==> src/rtl/pgw_pkg.sv <==
package pgw_pkg;
  localparam int unsigned AW         = 32;
  localparam int unsigned L1_LSB     = 20;
  localparam int unsigned L2_LSB     = 12;
  localparam int unsigned LARGE_LSB  = 16;
  localparam int unsigned L1_IDX_W   = AW - L1_LSB;
  localparam int unsigned L2_IDX_W   = L1_LSB - L2_LSB;
  localparam int unsigned TBL_LSB    = L1_IDX_W + 2;
  localparam int unsigned PTR_LSB    = L2_IDX_W + 2;

  typedef enum logic [2:0] {
    ST_IDLE, ST_L1_RD, ST_L1_WT, ST_L2_RD, ST_L2_WT, ST_DONE
  } walk_state_e;

  typedef enum logic [1:0] {
    SZ_4K   = 2'b00,
    SZ_64K  = 2'b01,
    SZ_1M   = 2'b10,
    SZ_NONE = 2'b11
  } pg_size_e;

  typedef enum logic [1:0] {
    K_FAULT, K_NEXT, K_LEAF
  } desc_kind_e;
endpackage

==> src/rtl/pgw_addr_gen.sv <==
module pgw_addr_gen
  import pgw_pkg::*;
(
  input  logic [AW-1:TBL_LSB] ttb_hi_i,
  input  logic [AW-1:0]       va_i,
  input  logic [AW-1:PTR_LSB] ptr_i,
  input  logic                sel_l2_i,
  output logic [AW-1:0]       addr_o
);
  logic [AW-1:0] l1_addr, l2_addr;
  logic          unused_va;

  assign l1_addr = {ttb_hi_i, va_i[AW-1:L1_LSB], 2'b00};
  assign l2_addr = {ptr_i, {PTR_LSB{1'b0}}}
                 + {{(AW-PTR_LSB){1'b0}}, va_i[L1_LSB-1:L2_LSB], 2'b00};
  assign addr_o  = sel_l2_i ? l2_addr : l1_addr;
  assign unused_va = ^va_i[L2_LSB-1:0];
endmodule

==> src/rtl/pgw_desc_decode.sv <==
module pgw_desc_decode
  import pgw_pkg::*;
#(
  parameter int unsigned LEVEL = 1
) (
  input  logic [AW-1:0]       desc_i,
  input  logic [AW-1:0]       va_i,
  output desc_kind_e          kind_o,
  output logic [AW-1:0]       pa_o,
  output pg_size_e            size_o,
  output logic [AW-1:PTR_LSB] ptr_o
);
  generate
    if (LEVEL == 1) begin : g_l1
      logic unused_l1;
      assign unused_l1 = ^{desc_i[PTR_LSB-1:2], va_i[AW-1:L1_LSB]};
      assign ptr_o     = desc_i[AW-1:PTR_LSB];
      always_comb begin
        kind_o = K_FAULT;
        pa_o   = '0;
        size_o = SZ_NONE;
        unique case (desc_i[1:0])
          2'b10: begin
            kind_o = K_LEAF;
            pa_o   = {desc_i[AW-1:L1_LSB], va_i[L1_LSB-1:0]};
            size_o = SZ_1M;
          end
          2'b01: kind_o = K_NEXT;
          default: ;
        endcase
      end
    end else begin : g_l2
      logic unused_l2;
      assign unused_l2 = ^{desc_i[L2_LSB-1:2], va_i[AW-1:L1_LSB+0]};
      assign ptr_o     = '0;
      always_comb begin
        kind_o = K_FAULT;
        pa_o   = '0;
        size_o = SZ_NONE;
        if (desc_i[1]) begin
          kind_o = K_LEAF;
          pa_o   = {desc_i[AW-1:L2_LSB], va_i[L2_LSB-1:0]};
          size_o = SZ_4K;
        end else if (desc_i[0]) begin
          kind_o = K_LEAF;
          pa_o   = {desc_i[AW-1:LARGE_LSB], va_i[LARGE_LSB-1:0]};
          size_o = SZ_64K;
        end
      end
    end
  endgenerate
endmodule

==> src/rtl/pgw_walker.sv <==
module pgw_walker
  import pgw_pkg::*;
(
  input  logic          clk_i,
  input  logic          rst_ni,
  input  logic          req_valid_i,
  output logic          req_ready_o,
  input  logic [31:0]   req_va_i,
  input  logic [31:0]   ttb_i,
  output logic          rsp_valid_o,
  input  logic          rsp_ready_i,
  output logic [31:0]   rsp_pa_o,
  output logic          rsp_fault_o,
  output logic [1:0]    rsp_size_o,
  output logic          mem_req_o,
  output logic [31:0]   mem_addr_o,
  input  logic          mem_rvalid_i,
  input  logic [31:0]   mem_rdata_i
);
  walk_state_e         state_q, state_d;
  logic [AW-1:0]       va_q, va_d;
  logic [AW-1:TBL_LSB] ttb_q, ttb_d;
  logic [AW-1:PTR_LSB] ptr_q, ptr_d;
  logic [AW-1:0]       pa_q, pa_d;
  logic                fault_q, fault_d;
  pg_size_e            size_q, size_d;
  logic                unused_ttb;

  desc_kind_e          kind   [2];
  logic [AW-1:0]       lvl_pa [2];
  pg_size_e            lvl_sz [2];
  logic [AW-1:PTR_LSB] lvl_ptr[2];

  assign unused_ttb = ^ttb_i[TBL_LSB-1:0];

  pgw_addr_gen u_addr (
    .ttb_hi_i (ttb_q),
    .va_i     (va_q),
    .ptr_i    (ptr_q),
    .sel_l2_i (state_q == ST_L2_RD),
    .addr_o   (mem_addr_o)
  );

  for (genvar g = 0; g < 2; g++) begin : g_lvl
    pgw_desc_decode #(.LEVEL(g + 1)) u_dec (
      .desc_i (mem_rdata_i),
      .va_i   (va_q),
      .kind_o (kind[g]),
      .pa_o   (lvl_pa[g]),
      .size_o (lvl_sz[g]),
      .ptr_o  (lvl_ptr[g])
    );
  end

  always_comb begin
    state_d = state_q;
    va_d    = va_q;
    ttb_d   = ttb_q;
    ptr_d   = ptr_q;
    pa_d    = pa_q;
    fault_d = fault_q;
    size_d  = size_q;
    unique case (state_q)
      ST_IDLE: if (req_valid_i) begin
        va_d    = req_va_i;
        ttb_d   = ttb_i[AW-1:TBL_LSB];
        state_d = ST_L1_RD;
      end
      ST_L1_RD: state_d = ST_L1_WT;
      ST_L1_WT: if (mem_rvalid_i) begin
        if (kind[0] == K_NEXT) begin
          ptr_d   = lvl_ptr[0];
          state_d = ST_L2_RD;
        end else begin
          pa_d    = lvl_pa[0];
          size_d  = lvl_sz[0];
          fault_d = (kind[0] == K_FAULT);
          state_d = ST_DONE;
        end
      end
      ST_L2_RD: state_d = ST_L2_WT;
      ST_L2_WT: if (mem_rvalid_i) begin
        pa_d    = lvl_pa[1];
        size_d  = lvl_sz[1];
        fault_d = (kind[1] == K_FAULT);
        state_d = ST_DONE;
      end
      ST_DONE: if (rsp_ready_i) state_d = ST_IDLE;
      default: state_d = ST_IDLE;
    endcase
  end

  always_ff @(posedge clk_i or negedge rst_ni) begin
    if (!rst_ni) begin
      state_q <= ST_IDLE;
      va_q    <= '0;
      ttb_q   <= '0;
      ptr_q   <= '0;
      pa_q    <= '0;
      fault_q <= 1'b0;
      size_q  <= SZ_NONE;
    end else begin
      state_q <= state_d;
      va_q    <= va_d;
      ttb_q   <= ttb_d;
      ptr_q   <= ptr_d;
      pa_q    <= pa_d;
      fault_q <= fault_d;
      size_q  <= size_d;
    end
  end

  assign req_ready_o = (state_q == ST_IDLE);
  assign mem_req_o   = (state_q == ST_L1_RD) || (state_q == ST_L2_RD);
  assign rsp_valid_o = (state_q == ST_DONE);
  assign rsp_pa_o    = pa_q;
  assign rsp_fault_o = fault_q;
  assign rsp_size_o  = size_q;

  a_r2_busy_after_accept: assert property (@(posedge clk_i) disable iff (!rst_ni)
    req_valid_i && req_ready_o |=> !req_ready_o);
  a_r3_strobe_one_cycle: assert property (@(posedge clk_i) disable iff (!rst_ni)
    mem_req_o |=> !mem_req_o);
  a_r3_word_aligned: assert property (@(posedge clk_i) disable iff (!rst_ni)
    mem_req_o |-> mem_addr_o[1:0] == 2'b00);
  a_r5_fault_zeroed: assert property (@(posedge clk_i) disable iff (!rst_ni)
    rsp_valid_o && rsp_fault_o |-> rsp_pa_o == '0 && rsp_size_o == SZ_NONE);
  a_r4_leaf_has_size: assert property (@(posedge clk_i) disable iff (!rst_ni)
    rsp_valid_o && !rsp_fault_o |-> rsp_size_o != SZ_NONE);
  a_r10_hold: assert property (@(posedge clk_i) disable iff (!rst_ni)
    rsp_valid_o && !rsp_ready_i |=> rsp_valid_o && $stable(rsp_pa_o)
                                    && $stable(rsp_fault_o) && $stable(rsp_size_o));
  a_r10_release: assert property (@(posedge clk_i) disable iff (!rst_ni)
    rsp_valid_o && rsp_ready_i |=> !rsp_valid_o && req_ready_o);
  a_r11_no_strobe_in_done: assert property (@(posedge clk_i) disable iff (!rst_ni)
    rsp_valid_o |-> !mem_req_o);
endmodule

==> config.mk <==
export PLATFORM = sky130hd
export DESIGN_NAME = pgw_walker
export DESIGN_NICKNAME = d
export VERILOG_FILES = /design/src/rtl/pgw_pkg.sv /design/src/rtl/pgw_addr_gen.sv /design/src/rtl/pgw_desc_decode.sv /design/src/rtl/pgw_walker.sv
export SDC_FILE = /design/constraint.sdc
export NUM_CORES = 1
export LEC_CHECK = 0
export BUFFER_PORTS_ARGS = -buffer_cell sky130_fd_sc_hd__buf_2
export CORE_UTILIZATION = 51
export CTS_BUF_LIST = sky130_fd_sc_hd__clkbuf_4 sky130_fd_sc_hd__clkbuf_8
export CTS_CLUSTER_SIZE = 14
export DETAILED_ROUTE_END_ITERATION = 7
export PLACE_DENSITY = 0.85
export SYNTH_ARGS = -nofsm -noshare
export SYNTH_HDL_FRONTEND = slang
export SYNTH_SLANG_ARGS = --single-unit
export TNS_END_PERCENT = 20
==> constraint.sdc <==
create_clock -name clk_i -period 2.3 [get_ports clk_i]
set_clock_uncertainty 0.2 [all_clocks]
set_input_delay 0.345 -clock clk_i [delete_from_list [all_inputs] [get_ports clk_i]]
set_output_delay 0.345 -clock clk_i [all_outputs]
set_load 0.03 [all_outputs]
==> reports/results.tsv <==
metric	value	unit
maximum vdd drop	0.790	mV
drt pass-1 iters	8	
starting DRC count in detailed routing	111	
clock slew at reported path FFs	0.11	ns
worst-skew pair later-pin latency	0.35	ns
multiplexer share of the synthesized area	25.6	%
register area share after synthesis	58.5	%
die area	9610	um^2
failing checks	DRC	
Routed Antenna Nets	0	
Compound-Gate Fraction of Synth Area	8.59	%
Synth Area in Simple Gates	3.24	%
antenna cells	0	
Static Leakage	3.00	nW
vias in the first global route	3661	
GRT Util Overall	23.9	%
Setup violations, final	0	
commonest non-fill, non-tap cell in the layout	buf_2	
Finished Layout Cells	608	
detailed placement HPWL	7.50	mm
Power Dens Cells	1500	nW/um^2
crit path capture type	output pin	
prevailing post-synth register cell	dfrtp_1	
nets	599	
Remaining DRCs	12	
Hold Vio Cnt, Final	0	
worst min path class	input port to register	
fin util	69.7	%
outcome	finished with violations	
wire length per cell	18.5	um
Synth Area in Adders	0.798	%
Mean Syn Cell Area	14.4	um^2
final worst path period need	2.29	ns
XOR/XNOR Fraction of Synth Area	0	%
Distinct cells, synth	34	
RD Place Congestion	0.802	
total gr overflow	0	
Tcrit/Tclk final	99.6	%
Initial Util	53.4	%
Core ar.	8810	um^2
first-pass GRT wire length	17.9	mm
most frequent cells in the layout	buf_2, dfrtp_1, mux2_2	
root buf cell	clkbuf_8	
layout cells sized above 1	59.4	%
Yosys warnings	0	
drt via density	5.40	
worst path required time	1.75	ns
crit path kind	register to output pin	
Post-Synthesis Cells	326	
Die Ht	98.1	um
pin count of the biggest net entering global routing	62	
Die X	98.1	um
initial antenna violation count	0	
RSZ-0062 raised after global routing	true	
H-tree levels	3	
CTS tree	done	
clock tree buffer depth	2	
Post-synth EDFFs	0	
total wire length	11.2	mm
max-slew violation total from the final report	0	
Ports	171	
Synth async-reset ratio	100	%
max cap viols	0	
largest family of logic cells by synthesized area	multiplexers	
Area Growth Syn to Fin	30.4	%
Synth Cell Area	4710	um^2
Num CTS Buffers	9	
I/O Buffers	146	
Worst Path Arrival	1.75	ns
Core Rows	34	
dpl cells	575	
Yosys reg bits	110	
crit-path max FO	7	
clock sink count	110	
Vias	3286	
Fillers	612	
f_max	436	MHz
CP startpoint kind	register	
## worst max-delay path, cell delays in order (launching register included)
cell and delay (ns):
dfrtp_1 0.41, nor2b_4 0.14, nand2_4 0.14, buf_8 0.16, mux2_2 0.36, buf_2 0.18
## power by group
group / total (mW) / internal, mW / leakage (nW) / switching, mW
registers: 3.42 / 2.89 / 1.36 / 0.533
logic: 4.63 / 2.09 / 1.55 / 2.54
clock network: 1.14 / 0.464 / 0.0897 / 0.676
## metal layers
layer  share of wire [%]  wire (um)  vias to the layer above  GRT usage, %
li1                    -          -                     1509             -
met1                  42       4690                     1639          29.5
met2                  50       5610                      122          40.9
met3                 6.7        757                       16          6.87
met4                 1.6        184                        0          7.34
met5                   0          0                        -             0
## cell usage after synthesis, types with 2 or more instances
| cell type | instances | share of area [%] |
|---|---|---|
| buf_4 | 2 | 0.32 |
| mux2_2 | 106 | 25 |
| dfrtp_1 | 108 | 57 |
| buf_2 | 8 | 0.85 |
| nor2_1 | 4 | 0.32 |
| ha_1 | 3 | 0.80 |
| o21ai_0 | 8 | 0.85 |
| and2_1 | 2 | 0.27 |
| dfstp_2 | 2 | 1.1 |
| nor2b_1 | 4 | 0.53 |
| nand2_1 | 9 | 0.72 |
| clkbuf_1 | 7 | 0.56 |
| a21oi_1 | 4 | 0.43 |
| a22oi_1 | 4 | 0.64 |
| nand3_1 | 2 | 0.21 |
| buf_6 | 4 | 0.96 |
| a22o_1 | 27 | 5.0 |
| inv_1 | 6 | 0.48 |
## layout make-up
class                      instances  area, um^2  area share [%]
clock buffer                      11         151            2.47
clock inverter                     5        42.5           0.693
inverter                           6        22.5           0.367
multi-input combinational        190        1850            30.1
sequential                       110        2760            44.9
tap                              108         135            2.20
timing repair buffer             178        1180            19.3
## state kept, by name (all words and copies together) (netlist names)
| signal | cells |
|---|---|
| rsp_pa_o | 32 |
| ptr_q | 22 |
| rsp_fault_o | 1 |
| ttb_q | 18 |
| state_q | 3 |
| rsp_size_o | 2 |
| va_q | 32 |
## final timing paths
kind	from	endpoint	slack, ns	cells past startpoint
max in group asynchronous	rst_ni	ptr_q[27]	1.01	3
worst max register to register	state_q[2]	ttb_q[30]	0.10	5
worst max-delay path	state_q[1]	mem_addr_o[21]	0.009	5
worst min-delay path	req_va_i[29]	va_q[29]	0.01	2
worst min register to register	rsp_size_o[0]	rsp_size_o[0]	0.28	2
min in group asynchronous	rst_ni	va_q[25]	0.23	2
## what timing repair did
action / in CTS / in global routing
setup buffers: 2 / 1
hold buffers: 1 / 12
endpoints found under the setup margin: 30 / 27
resized for setup: 31 / 8
hold endpoints to repair: 22 / 12
gates cloned: 2 / 0
## kinds of logic (layout without fill, tap and decap cells)
group	after synthesis	in the layout
AO/OA/AOI/OAI	51	51
adder cells (fa/ha/maj)	3	3
buffers and inverters	27	200
flip-flops	110	110
multiplexers	107	107
other	1	2
AND/OR/NAND/NOR	27	27
## stage by stage
stage | setup TNS [ns] | setup slack, ns | hold slack (ns) | area [um^2] | power (mW)
2_1_floorplan | 0 | 0.200 | -0.151 | 4710 | 6.49
3_3_place_gp | 0 | 0.210 | 0.0599 | 5630 | 7.56
3_5_place_dp | 0 | 0.143 | 0.0633 | 5630 | 7.75
4_1_cts | -0.0523 | -0.0116 | 0.0000461 | 6010 | 9.17
5_1_grt | -0.333 | -0.0482 | -0.00369 | 6140 | 9.66
6_report | 0 | 0.00901 | 0.0119 | 6140 | 9.19
(Power assumes the default switching activity.)
